## src/rtl/hm_pkg.sv

```systemverilog
package hm_pkg;
  // Which half of a pair is next on the outbound path
  typedef enum logic {
    HALF_FIRST  = 1'b0,
    HALF_SECOND = 1'b1
  } half_e;

  // Status byte source
  typedef enum logic {
    STAT_MIRROR = 1'b0,
    STAT_BLANK  = 1'b1
  } stat_fmt_e;
endpackage

```

## src/rtl/hm_pack.sv

```systemverilog
module hm_pack #(
  parameter int HALF_W = 9
) (
  input  logic                  clk,
  input  logic                  rst_n,
  input  logic                  soft_clr,
  input  logic                  upper_first,
  input  logic                  in_valid,
  output logic                  in_ready,
  input  logic [HALF_W-1:0]     in_data,
  output logic                  out_valid,
  input  logic                  out_ready,
  output logic [2*HALF_W-1:0]   out_data,
  output logic                  push,
  output logic                  held_valid,
  output logic [HALF_W-1:0]     held_data
);
  localparam int D = HALF_W - 1;

  logic              hv_q;
  logic [HALF_W-1:0] hold_q;
  logic [HALF_W-1:0] lo_h, hi_h;

  always_comb begin
    lo_h      = upper_first ? in_data : hold_q;
    hi_h      = upper_first ? hold_q  : in_data;
    out_data  = {hi_h[D], lo_h[D], hi_h[D-1:0], lo_h[D-1:0]};
    out_valid = hv_q & in_valid;
    in_ready  = ~hv_q | out_ready;
    push      = out_valid & out_ready;
  end

  always_ff @(posedge clk or negedge rst_n) begin
    if (!rst_n) begin
      hv_q   <= 1'b0;
      hold_q <= '0;
    end else if (soft_clr) begin
      hv_q   <= 1'b0;
    end else if (in_valid && in_ready) begin
      if (!hv_q) begin
        hv_q   <= 1'b1;
        hold_q <= in_data;
      end else begin
        hv_q   <= 1'b0;
      end
    end
  end

  assign held_valid = hv_q;
  assign held_data  = hold_q;
endmodule

```

## src/rtl/hm_unpack.sv

```systemverilog
module hm_unpack
  import hm_pkg::*;
#(
  parameter int HALF_W = 9
) (
  input  logic                  clk,
  input  logic                  rst_n,
  input  logic                  soft_clr,
  input  logic                  upper_first,
  input  logic                  in_valid,
  input  logic [2*HALF_W-1:0]   in_data,
  output logic                  pop,
  output logic                  out_valid,
  input  logic                  out_ready,
  output logic [HALF_W-1:0]     out_data
);
  localparam int D = HALF_W - 1;

  half_e               half_q;
  logic [2*HALF_W-1:0] word_q;
  logic [2*HALF_W-1:0] src;
  logic                take_upper;

  always_comb begin
    src        = (half_q == HALF_SECOND) ? word_q : in_data;
    take_upper = (half_q == HALF_SECOND) ^ upper_first;
    out_data   = take_upper ? {src[2*D+1], src[2*D-1:D]}
                            : {src[2*D],   src[D-1:0]};
    out_valid  = (half_q == HALF_SECOND) | in_valid;
    pop        = (half_q == HALF_SECOND) & out_ready;
  end

  always_ff @(posedge clk or negedge rst_n) begin
    if (!rst_n) begin
      half_q <= HALF_FIRST;
      word_q <= '0;
    end else if (soft_clr) begin
      half_q <= HALF_FIRST;
    end else if (out_valid && out_ready) begin
      if (half_q == HALF_FIRST) begin
        half_q <= HALF_SECOND;
        word_q <= in_data;
      end else begin
        half_q <= HALF_FIRST;
      end
    end
  end
endmodule

```

## src/rtl/hm_status.sv

```systemverilog
module hm_status
  import hm_pkg::*;
#(
  parameter int HALF_W = 9
) (
  input  logic              fmt,
  input  logic              held_valid,
  input  logic [HALF_W-1:0] held_data,
  output logic [HALF_W-2:0] stat_byte
);
  always_comb begin
    if (fmt == STAT_MIRROR && held_valid) stat_byte = held_data[HALF_W-2:0];
    else                                  stat_byte = '0;
  end
endmodule

```

## src/rtl/halfword_matcher.sv

```systemverilog
module halfword_matcher #(
  parameter int HALF_W = 9,
  localparam int WIDE_W = 2 * HALF_W,
  localparam int DATA_W = HALF_W - 1
) (
  input  logic              clk,
  input  logic              rst_n,
  input  logic              soft_reset,
  input  logic              cfg_upper_first,
  input  logic              cfg_stat_fmt,
  input  logic              n_in_valid,
  output logic              n_in_ready,
  input  logic [HALF_W-1:0] n_in_data,
  output logic              w_push_valid,
  input  logic              w_push_ready,
  output logic [WIDE_W-1:0] w_push_data,
  output logic              wr_ptr_adv,
  input  logic              w_pop_valid,
  input  logic [WIDE_W-1:0] w_pop_data,
  output logic              rd_ptr_adv,
  output logic              n_out_valid,
  input  logic              n_out_ready,
  output logic [HALF_W-1:0] n_out_data,
  output logic              odd_valid,
  output logic [DATA_W-1:0] stat_byte
);
  logic [HALF_W-1:0] held_data;

  hm_pack #(.HALF_W(HALF_W)) u_pack (
    .clk        (clk),
    .rst_n      (rst_n),
    .soft_clr   (soft_reset),
    .upper_first(cfg_upper_first),
    .in_valid   (n_in_valid),
    .in_ready   (n_in_ready),
    .in_data    (n_in_data),
    .out_valid  (w_push_valid),
    .out_ready  (w_push_ready),
    .out_data   (w_push_data),
    .push       (wr_ptr_adv),
    .held_valid (odd_valid),
    .held_data  (held_data)
  );

  hm_unpack #(.HALF_W(HALF_W)) u_unpack (
    .clk        (clk),
    .rst_n      (rst_n),
    .soft_clr   (soft_reset),
    .upper_first(cfg_upper_first),
    .in_valid   (w_pop_valid),
    .in_data    (w_pop_data),
    .pop        (rd_ptr_adv),
    .out_valid  (n_out_valid),
    .out_ready  (n_out_ready),
    .out_data   (n_out_data)
  );

  hm_status #(.HALF_W(HALF_W)) u_status (
    .fmt        (cfg_stat_fmt),
    .held_valid (odd_valid),
    .held_data  (held_data),
    .stat_byte  (stat_byte)
  );
endmodule

```

## config.mk

```make
export PLATFORM = sky130hd
export DESIGN_NAME = halfword_matcher
export DESIGN_NICKNAME = d
export VERILOG_FILES = /design/src/rtl/hm_pkg.sv /design/src/rtl/hm_pack.sv /design/src/rtl/hm_unpack.sv /design/src/rtl/hm_status.sv /design/src/rtl/halfword_matcher.sv
export SDC_FILE = /design/constraint.sdc
export NUM_CORES = 1
export LEC_CHECK = 0
export BUFFER_PORTS_ARGS = -buffer_cell sky130_fd_sc_hd__buf_4
export CORE_MARGIN = 1.5
export CORE_UTILIZATION = 42
export DETAILED_ROUTE_END_ITERATION = 16
export PLACE_DENSITY_LB_ADDON = 0.12
export REMOVE_ABC_BUFFERS = 1
export SETUP_SLACK_MARGIN = 0.4
export SLEW_MARGIN = 10
export SYNTH_ARGS = -nofsm -noshare
export SYNTH_HDL_FRONTEND = slang
export SYNTH_SLANG_ARGS = --single-unit
```

## constraint.sdc

```tcl
create_clock -name clk -period 1.3 [get_ports clk]
set_input_delay 0.13 -clock clk [delete_from_list [all_inputs] [get_ports clk]]
set_output_delay 0.13 -clock clk [all_outputs]
set_load 0.1 [all_outputs]
```

==> flow_metrics.py <==
metrics = {
    "run_status": {
        "outcome": "complete, but fails checks",
        "violations": "negative setup slack",
    },
    "floorplan": {
        "die_w_um": 66.0,
        "die_area_um2": 4350,
        "io_pins": 77,
        "rows": 22,
        "start_util_pct": 44.5,
        "die_h_um": 66.0,
        "coreArea_um2": 3740,
    },
    "worst_setup_path": {
        "crit_slowest_cell": "mux4_2",
        "rrSetupSlack_ns": -0.33,
        "cp_slowest_stage_delay_ns": 0.53,
        "r2r_start": "u_unpack.half_q",
        "worstSetupPathType": "register to primary output",
        "cp-end-kind": "primary output",
        "worst_r2r_endpoint": "u_unpack.word_q[5]",
        "crit_fanout": 9,
        "startpoint_type": "register",
        "cp_top_family": "multiplexers",
        "cp_cell_sequence": "buf_12, mux4_2, buf_12",
        "arrival_ns": 1.55,
        "r2r_cells": 5,
        "cp.required_ns": 1.17,
        "path_buf_inv": 2,
        "cpMostUsedCell": "buf_12",
    },
    "detailed_routing": {
        "firstDrtPassIters": 5,
        "avgViaCountPerCell": 5.36,
        "num_vias": 1383,
        "post_drt_wl_per_cell_um": 22.7,
        "drt_first_iter_violations": 68,
        "wirelength_um": 5850,
        "detail-route-antenna-nets": 0,
        "route.detailed.drc": 0,
    },
    "yosys": {
        "ys_ff_latch": 29,
        "ys_seq_area_share_pct": 43.5,
        "ys_types": 18,
        "yosysTopAreaCellShare_pct": 43.5,
        "syn_area_um2": 1670,
        "synth.largest_area_cell": "dfrtp_1",
        "yosys-top-cells-area": "dfrtp_1 (44%), mux2_2 (24%), mux2_4 (9.0%)",
        "yosys_warnings": 0,
        "synth_area_per_cell_um2": 15.0,
        "synthCells": 111,
    },
    "grt": {
        "antenna_found_initial": 0,
        "grt.overflow.total": 0,
        "grt_usage_pct": 26.7,
        "grt_pass1_vias": 1449,
        "grt_pass1_wl_um": 8390,
        "grt_max_degree": 30,
    },
    "clock_tree": {
        "cts_max_path_buffers": 2,
        "clk_latency_ns": 0.28,
        "cts_buffers": 5,
        "htree_num_levels": 2,
        "cts_tree": "built",
        "cts_sinks": 29,
        "clk_pin_slew_worst_paths_ns": 0.06,
        "cts_root_buf": "clkbuf_8",
    },
    "sta": {
        "rsz0062_at_grt": "true",
        "setup_viol": 52,
        "finalMaxSlewViolations": 0,
        "hold_ws_ns": 0.0797,
        "skew_ns": 0.00872,
        "period_minus_slack_ns": 1.68,
        "slew_headroom_pct": 74.2,
        "hold_violations": 0,
        "finalCritPeriodShare_pct": 129,
        "clock.fmax_mhz": 596,
        "layout_setup_ws_ns": -0.378,
        "tightest_slew_ns": 0.387,
    },
    "placed_design": {
        "portBuffers": 76,
        "place_hpwl_um": 2930,
        "dpl_worst_slack_ns": -0.194,
        "dpl-instance-area_um2": 2370,
        "gp_congestion": 0.684,
    },
    "layout": {
        "num-fill-cells": 150,
        "ff_latch_area_um2": 727,
        "area_growth_pct": 98.7,
        "utilization_pct": 88.5,
        "layout_commonest_cell": "mux2_4",
        "drive_gt1_share_pct": 84.3,
        "diodes": 0,
        "nets": 245,
        "stdcell_area_um2": 3310,
        "final_cell_mix": "mux2_4 (45), buf_4 (41), buf_12 (39), dfrtp_1 (28), buf_6 (15)",
        "multi_input_area_um2": 1090,
    },
    "min_path": {
        "min-delay-start": "soft_reset",
        "min_path_type": "primary input to register",
        "holdPathEnd": "u_unpack.half_q",
        "hold_depth": 2,
    },
    "power_and_ir_drop": {
        "fin_total_pwr_mw": 4.80,
        "p_leak_nw": 1.55,
        "vdd_drop_max_mv": 1.07,
        "p_per_area_nw_per_um2": 1450,
    },
    "job": {
        "maxCapViolations": 0,
    },
}
logic make-up after synthesis:
| kind of cell | synth area share [%] |
|---|---|
| multiplexers | 45.5 |
| flip-flops | 43.5 |
| AND/OR/NAND/NOR | 7.81 |
| buffers and inverters | 2.85 |
| AO/OA/AOI/OAI | 0.300 |
power breakdown:
group	switching [mW]	leakage, nW	total, mW	internal, mW
logic	1.46	1.14	2.57	1.11
clock network	0.372	0.0585	0.997	0.625
registers	0.154	0.344	1.24	1.08
synthesized netlist by cell type:
cell	instances
and2_1	10
mux4_1	3
nand2b_1	2
or2_2	1
nor2_1	1
mux4_2	6
nor2b_1	1
mux2_4	10
and4bb_1	1
nor3b_1	1
dfrtp_1	29
a21oi_1	1
nor3_1	1
and3_1	1
buf_6	2
buf_2	5
mux2_2	35
nand3b_1	1
flip-flops by register name, indices dropped and copies added (netlist names):
| register | flops |
|---|---|
| u_unpack.word_q | 18 |
| u_pack.held_valid | 1 |
| u_pack.held_data | 9 |
| u_unpack.half_q | 1 |
final cells by class:
type,count,share of cell area (%)
multi-input cells,75,32.9
well taps,48,1.81
flip-flops and latches,29,21.9
clock inverters,1,0.907
repair buffers,98,39.8
clock buffers,7,2.61
stage by stage:
step	std cells	TNS [ns]
floorplan	104	-31.70
global placement	237	-3.40
detailed placement	237	-3.88
CTS	251	-9.87
global route	258	-13.27
finish	258	-10.98
layer usage:
layer	GRT usage [%]	routed length (µm)
met5	0	0
met2	46.1	3140
met3	8.69	401
met4	5.36	46
met1	32.9	2270
worst max-delay path by stage:
stage / start / end / slack, ns / cells past startpoint
CTS: u_unpack.half_q / n_out_data[1] / -0.38 / 3
global route: u_unpack.half_q / n_out_data[0] / -0.44 / 3
finish: u_unpack.half_q / n_out_data[0] / -0.38 / 3
floorplan: u_pack.held_valid / stat_byte[0] / -0.93 / 2
detailed placement: u_unpack.half_q / u_unpack.word_q[7] / -0.19 / 4
global placement: u_unpack.half_q / u_unpack.word_q[7] / -0.16 / 4
timing repair:
action / CTS / global route
setup endpoints to repair: 70 / 70
pin swaps: 6 / 3
cloned: 1 / 3
buffers inserted: 4 / 4
hold buffers: 1 / 0
hold endpoints to repair: 29 / 0
gates resized for setup: 167 / 15
Note: power is estimated with default switching activity, not from simulation.
